===== src/rtl/einj_pkg.sv =====
// Package: shared constants and types for the write-path error injector.
// Assumes a 64-bit data word with 8 check bits and a 16-bit control word.
package einj_pkg;
    localparam int DATA_W   = 64;
    localparam int CHK_W    = 8;
    localparam int CTL_W    = 16;
    localparam int DEN_BIT  = 15;   // data-flip enable position
    localparam int DIDX_LSB = 8;    // data index low bit
    localparam int CEN_BIT  = 7;    // check-flip enable position
    localparam int CIDX_LSB = 0;    // check index low bit
    localparam int DIDX_W   = $clog2(DATA_W);
    localparam int CIDX_W   = $clog2(CHK_W);

    // Decoded injection selection; unused control bits are dropped here.
    typedef struct packed {
        logic              d_en;
        logic [DIDX_W-1:0] d_idx;
        logic              c_en;
        logic [CIDX_W-1:0] c_idx;
    } inj_sel_t;

    // Extract the fields that matter from a raw control word.
    function automatic inj_sel_t decode_ctl(input logic [CTL_W-1:0] w);
        inj_sel_t s;
        s.d_en  = w[DEN_BIT];
        s.d_idx = w[DIDX_LSB +: DIDX_W];
        s.c_en  = w[CEN_BIT];
        s.c_idx = w[CIDX_LSB +: CIDX_W];
        return s;
    endfunction
endpackage


===== src/rtl/einj_cfg_regs.sv =====
// Module: einj_cfg_regs
// Holds the compare address and the decoded control selection. Each
// register loads on its own write strobe and holds otherwise.
// Assumes the writes are synchronous to clk; reset is synchronous, active-low.
module einj_cfg_regs
    import einj_pkg::*;
#(
    parameter int ADDR_W = 40
) (
    input  logic              clk,
    input  logic              rst_n,
    input  logic              addr_we,
    input  logic [ADDR_W-1:0] addr_wdata,
    input  logic              ctl_we,
    input  logic [CTL_W-1:0]  ctl_wdata,
    output logic [ADDR_W-1:0] cmp_addr_q,
    output inj_sel_t          sel_q
);
    // Compare-address register: load on strobe, clear on reset.
    always_ff @(posedge clk) begin
        if (!rst_n)       cmp_addr_q <= '0;
        else if (addr_we) cmp_addr_q <= addr_wdata;
    end

    // Control register: store only the decoded fields, clear on reset.
    always_ff @(posedge clk) begin
        if (!rst_n)      sel_q <= '0;
        else if (ctl_we) sel_q <= decode_ctl(ctl_wdata);
    end

    // a control write is visible exactly one edge later.
    p_ctl_load_r8: assert property (@(posedge clk) disable iff (!rst_n)
        ctl_we |=> sel_q == decode_ctl($past(ctl_wdata)));
    // without a write, the selection holds across beats.
    p_ctl_hold_r9: assert property (@(posedge clk) disable iff (!rst_n)
        !ctl_we |=> $stable(sel_q));
    // the compare address holds unless written.
    p_addr_hold_r8: assert property (@(posedge clk) disable iff (!rst_n)
        !addr_we |=> $stable(cmp_addr_q));
endmodule


===== src/rtl/einj_addr_match.sv =====
// Module: einj_addr_match
// Flags a valid write beat whose address equals the compare address.
// Assumes a combinational compare is short enough for the write path.
module einj_addr_match #(
    parameter int ADDR_W = 40
) (
    input  logic              clk,
    input  logic              rst_n,
    input  logic              beat_valid,
    input  logic [ADDR_W-1:0] beat_addr,
    input  logic [ADDR_W-1:0] cmp_addr,
    output logic              hit
);
    // Exact match, qualified by the beat strobe.
    always_comb hit = beat_valid && (beat_addr == cmp_addr);

    // no hit without a valid beat.
    p_hit_needs_valid_r11: assert property (@(posedge clk) disable iff (!rst_n)
        hit |-> beat_valid);
endmodule


===== src/rtl/einj_mask_gen.sv =====
// Module: einj_mask_gen
// Builds a one-hot inversion mask from an index and an enable.
// Assumes WIDTH <= 2**IDX_W; an index beyond WIDTH gives an empty mask.
module einj_mask_gen #(
    parameter int WIDTH = 64,
    parameter int IDX_W = 6
) (
    input  logic             clk,
    input  logic             rst_n,
    input  logic             en,
    input  logic [IDX_W-1:0] idx,
    output logic [WIDTH-1:0] mask
);
    // One decoder slice per bit position.
    for (genvar g = 0; g < WIDTH; g++) begin : g_bit
        always_comb mask[g] = en && (idx == IDX_W'(g));
    end

    // at most one bit is ever selected.
    p_onehot_r2: assert property (@(posedge clk) disable iff (!rst_n)
        $onehot0(mask));
    // a clear enable selects nothing.
    p_off_empty_r6: assert property (@(posedge clk) disable iff (!rst_n)
        !en |-> mask == '0);
endmodule


===== src/rtl/err_inject_path.sv =====
// Module: err_inject_path (top)
// Passes a 72-bit write codeword to memory. On a write that matches the
// compare address, it inverts the selected data and/or check bit.
// Assumes the beat is held stable around the sampling clock edge.
// The path is purely combinational: zero added latency.
module err_inject_path
    import einj_pkg::*;
#(
    parameter int ADDR_W = 40
) (
    input  logic              clk,
    input  logic              rst_n,
    input  logic              in_valid,
    input  logic [ADDR_W-1:0] in_addr,
    input  logic [DATA_W-1:0] in_data,
    input  logic [CHK_W-1:0]  in_check,
    input  logic              cmp_addr_we,
    input  logic [ADDR_W-1:0] cmp_addr_wdata,
    input  logic              ctl_we,
    input  logic [CTL_W-1:0]  ctl_wdata,
    output logic              out_valid,
    output logic [DATA_W-1:0] out_data,
    output logic [CHK_W-1:0]  out_check
);
    logic [ADDR_W-1:0] cmp_addr_q;
    inj_sel_t          sel_q;
    logic              hit;
    logic [DATA_W-1:0] dmask;
    logic [CHK_W-1:0]  cmask;

    einj_cfg_regs #(.ADDR_W(ADDR_W)) u_cfg (
        .clk        (clk),
        .rst_n      (rst_n),
        .addr_we    (cmp_addr_we),
        .addr_wdata (cmp_addr_wdata),
        .ctl_we     (ctl_we),
        .ctl_wdata  (ctl_wdata),
        .cmp_addr_q (cmp_addr_q),
        .sel_q      (sel_q)
    );

    einj_addr_match #(.ADDR_W(ADDR_W)) u_match (
        .clk        (clk),
        .rst_n      (rst_n),
        .beat_valid (in_valid),
        .beat_addr  (in_addr),
        .cmp_addr   (cmp_addr_q),
        .hit        (hit)
    );

    einj_mask_gen #(.WIDTH(DATA_W), .IDX_W(DIDX_W)) u_dmask (
        .clk   (clk),
        .rst_n (rst_n),
        .en    (sel_q.d_en),
        .idx   (sel_q.d_idx),
        .mask  (dmask)
    );

    einj_mask_gen #(.WIDTH(CHK_W), .IDX_W(CIDX_W)) u_cmask (
        .clk   (clk),
        .rst_n (rst_n),
        .en    (sel_q.c_en),
        .idx   (sel_q.c_idx),
        .mask  (cmask)
    );

    // Apply the masks only on an address hit; the strobe passes straight through.
    always_comb begin
        out_valid = in_valid;
        out_data  = in_data  ^ (hit ? dmask : '0);
        out_check = in_check ^ (hit ? cmask : '0);
    end

    // the strobe is never delayed.
    p_valid_through_r7: assert property (@(posedge clk) disable iff (!rst_n)
        out_valid == in_valid);
    // an address miss leaves the codeword intact.
    p_miss_clean_r5: assert property (@(posedge clk) disable iff (!rst_n)
        (in_valid && in_addr != cmp_addr_q) |-> (out_data == in_data && out_check == in_check));
    // idle cycles pass the codeword untouched.
    p_idle_clean_r11: assert property (@(posedge clk) disable iff (!rst_n)
        !in_valid |-> (out_data == in_data && out_check == in_check));
    // at most a double-bit error, one bit per field.
    p_max_two_r4: assert property (@(posedge clk) disable iff (!rst_n)
        $countones(out_data ^ in_data) <= 1 && $countones(out_check ^ in_check) <= 1);
endmodule


===== config.mk =====
export PLATFORM = sky130hd
export DESIGN_NAME = err_inject_path
export DESIGN_NICKNAME = d
export VERILOG_FILES = /design/src/rtl/einj_pkg.sv /design/src/rtl/einj_cfg_regs.sv /design/src/rtl/einj_addr_match.sv /design/src/rtl/einj_mask_gen.sv /design/src/rtl/err_inject_path.sv
export SDC_FILE = /design/constraint.sdc
export NUM_CORES = 1
export LEC_CHECK = 0
export BUFFER_PORTS_ARGS = -buffer_cell sky130_fd_sc_hd__buf_4
export CORE_UTILIZATION = 40
export CTS_CLUSTER_DIAMETER = 200
export DETAILED_ROUTE_END_ITERATION = 16
export PLACE_DENSITY = 0.71
export SLEW_MARGIN = 5
export SYNTH_ARGS = -nofsm -noshare
export SYNTH_HDL_FRONTEND = slang
export SYNTH_SLANG_ARGS = --single-unit

===== constraint.sdc =====
create_clock -name clk -period 5.7 [get_ports clk]
set_clock_uncertainty 0.05 [all_clocks]
set_input_delay 0.855 -clock clk [delete_from_list [all_inputs] [get_ports clk]]
set_output_delay 0.855 -clock clk [all_outputs]
set_load 0.005 [all_outputs]

==> impl_results.md <==
* Crit Path Category: in -> out
* Buf/Inv on CP at 3
* Hold Fails Final Rpt at 0
* Slew HR at 18.0%
* Max-cap violations at 0
* Worst-Margin Slew at 1.23 ns
* Hold Buf Count CTS at 0
* Starting Density at 41.1%
* Global-route usage over all layers at 21.9%
* Cell area after placement at 0.00643 mm²
* CP max-delay cell: nor3_4
* Synth Area in Adders at 0%
* Clock Latency Late Sink at 0.29 ns
* DIE AREA at 0.0122 mm²
* Initial antenna violation count at 0
* Commonest non-fill, non-tap cell in the layout: buf_4
* Net Sw Power at 284 µW
* Most frequent cells in the layout: 245 x buf_4, 105 x xnor2_1, 78 x nand4_1, 73 x nor4_1, 67 x nand2_1
* Max Root-Sink Buffers at 2
* Worst-path clk slew at 0.07 ns
* Min cycle time layout at 4.03 ns
* Synth Area in Compound Gates at 0.743%
* Dominant synthesized flop cell: dfxtp_1
* Share of the synthesized area in the top cell type at 21.6%
* Worst endpoint required time at 4.80 ns
* Num CTS Buffers at 5
* Core box area at 0.0115 mm²
* Part of the Yosys area used for sequential elements at 21.6%
* CTS sink count at 51
* Largest net degree at the start of global routing at 73
* Hold WC Path Type: reg -> reg
* Die X at 111 µm
* Main combinational cell family by area after synthesis: simple AND/OR/NAND/NOR gates
* Routed Wire Length at 13.6 mm
* Layout area overhead at 39.4%
* Top cells by area, synth: dfxtp_1 22%, xnor2_1 19%, mux2i_1 11%, nand4_1 10%, nor4_1 9.7%
* Share of flip-flops with an asynchronous set or reset at 0%
* Final HPWL DP at 10.4 mm
* PnR Total Power at 1000 µW
* First-pass GRT wire length at 22.4 mm
* GPL Wtd Cong at 0.808
* CP arrival at 3.13 ns
* Cell mode on critical path: buf_4
* CP delay by family, top: simple AND/OR/NAND/NOR gates
* Lkg Pwr at 0.00252 µW
* DR iter-0 viols at 206
* Chip height at 111 µm
* Max Clk Rate at 248 MHz
* XOR/XNOR Fraction of Synth Area at 20.1%
* CTS tree: done
* Drc violations at 0
* Post-synth cell types at 34
* CP Launch Type: primary input
* Mapped cell area at 0.00472 mm²
* H-Tree Depth at 2
* Simple logic cell fraction of the synthesized area at 39.3%
* Post-synthesis instance total at 588
* Final ANT Viol Nets at 0
* Peak VDD IR at 0.243 mV
* RSZ-0062 raised after global routing: false
* Port Buf Inserts at 240
* Mapped Nets at 761
* Row cnt at 39
* Synthesized flop and latch total at 51
* Worst-path cell chain: buf_4 > xnor2_1 > nand4_1 > nor3_4 > buf_4 > nand4_1 > xnor2_1 > buf_4
* Final Slew Violations at 0
* Root Driver: clkbuf_16
* Post-Route Setup TNS at 0 ns
* Routed via count at 4958
* N_diodes at 0
* Sw Ratio at 28.3%
* Routed len/inst at 14.8 µm
* 1st-pass router iterations at 5
* Post-CTS sizing at 0
* Ports at 246
* Clock share of power at 29.9%
* Final instance area at 0.00658 mm²
* Vias per std cell at 5.39
* Internal power at 717 µW
* Vias in the first global route at 4754
* Fin nets at 948
* CP endpoint kind: output port
* Crit-path max FO at 52
* Seq pwr share at 39.9%
* Total gr overflow at 0
* Syn. warnings at 0
* Crit-path max cell delay at 0.71 ns
* Share of layout cells above drive strength 1 at 34.4%
* Final setup viols at 0
* EDFF count, synth at 0
* Power per cell area at 152 mW/mm²
* Utilization after layout at 57.3%
* Synthesized area per cell at 8.02 µm²
* Multiplexer area fraction after synthesis at 10.8%
* Crit share post-route at 70.7%
* Status: finished, final reports clean
* Setup Fix Bufs, Post-CTS at 0
* Combinational power share at 30.1%
* Synth area leader: dfxtp_1
[layer usage]
metal	share of wire, %	GRT usage, %	wire [µm]
met1	37	23.6	5070
met2	52	40.6	7040
met3	8.7	6.86	1180
met4	2.1	6.49	290
met5	0	0	0
[layout make-up]
class / instances / area, µm²
repair buffers: 245 / 1840
fillers: 1024 / 4890
multi-input cells: 468 / 3370
clock buffers: 5 / 125
flip-flops and latches: 51 / 1020
inverters: 4 / 15.0
well taps: 143 / 179
clock inverters: 3 / 23.8
[state kept, by name (all words and copies together) (netlist names)]
register	count
u_cfg.cmp_addr_q	40
u_cfg.sel_q	11
[path summary, 6_finish.rpt]
| kind | start | slack, ns | endpoint | cells after the start |
|---|---|---|---|---|
| min reg2reg | u_cfg.cmp_addr_q[21] | 0.48 | u_cfg.cmp_addr_q[21] | 2 |
| max | in_addr[24] | 1.67 | out_data[10] | 8 |
| max reg2reg | u_cfg.sel_q[5] | 4.75 | u_cfg.sel_q[5] | 2 |
| min | u_cfg.cmp_addr_q[21] | 0.48 | u_cfg.cmp_addr_q[21] | 2 |
[stage by stage]
stage	cells	setup WS [ns]	hold slack, ns
after global placement	911	1.75	0.468
after floorplan	588	2.59	0.453
after detailed placement	911	1.64	0.475
final	919	1.67	0.482
after CTS	919	1.64	0.486
after global routing	919	1.41	0.504
[worst register-to-register path, cell delays in order, from the launching register on]
cell	delay, ns
dfxtp_1	0.58
mux2i_1	0.14
nor2b_1	0.12
[cell usage after synthesis, types with 2 or more instances]
master / count
xnor2_1: 105
nand4_1: 78
nor4_1: 73
nand2_1: 68
nor2b_1: 54
dfxtp_1: 51
mux2i_1: 51
clkbuf_1: 36
buf_2: 15
buf_6: 8
and4bb_2: 6
nand3_1: 5
and4b_1: 4
inv_1: 4
nor4b_1: 4
buf_1: 3
xor2_1: 3
and3b_1: 2
buf_4: 2
nand2b_1: 2
[power by group through the flow]
stage               Sequential [µW]  Combinational [µW]  Clock [µW]
global placement                405                 296           0
floorplan                       399                 156           0
CTS                             399                 305         310
global route                    403                 328         328
finish                          400                 302         300
detailed placement              407                 304           0
[cell families (layout without fill, tap and decap cells)]
family                 count (synthesis)  after routing
AND/OR/NAND/NOR                      305            305
XOR/XNOR                             108            108
buffers and inverters                 69            257
multiplexers                          51             51
flip-flops                            51             51
AO/OA/AOI/OAI                          4              4
Note: power is estimated with default switching activity, not from simulation.
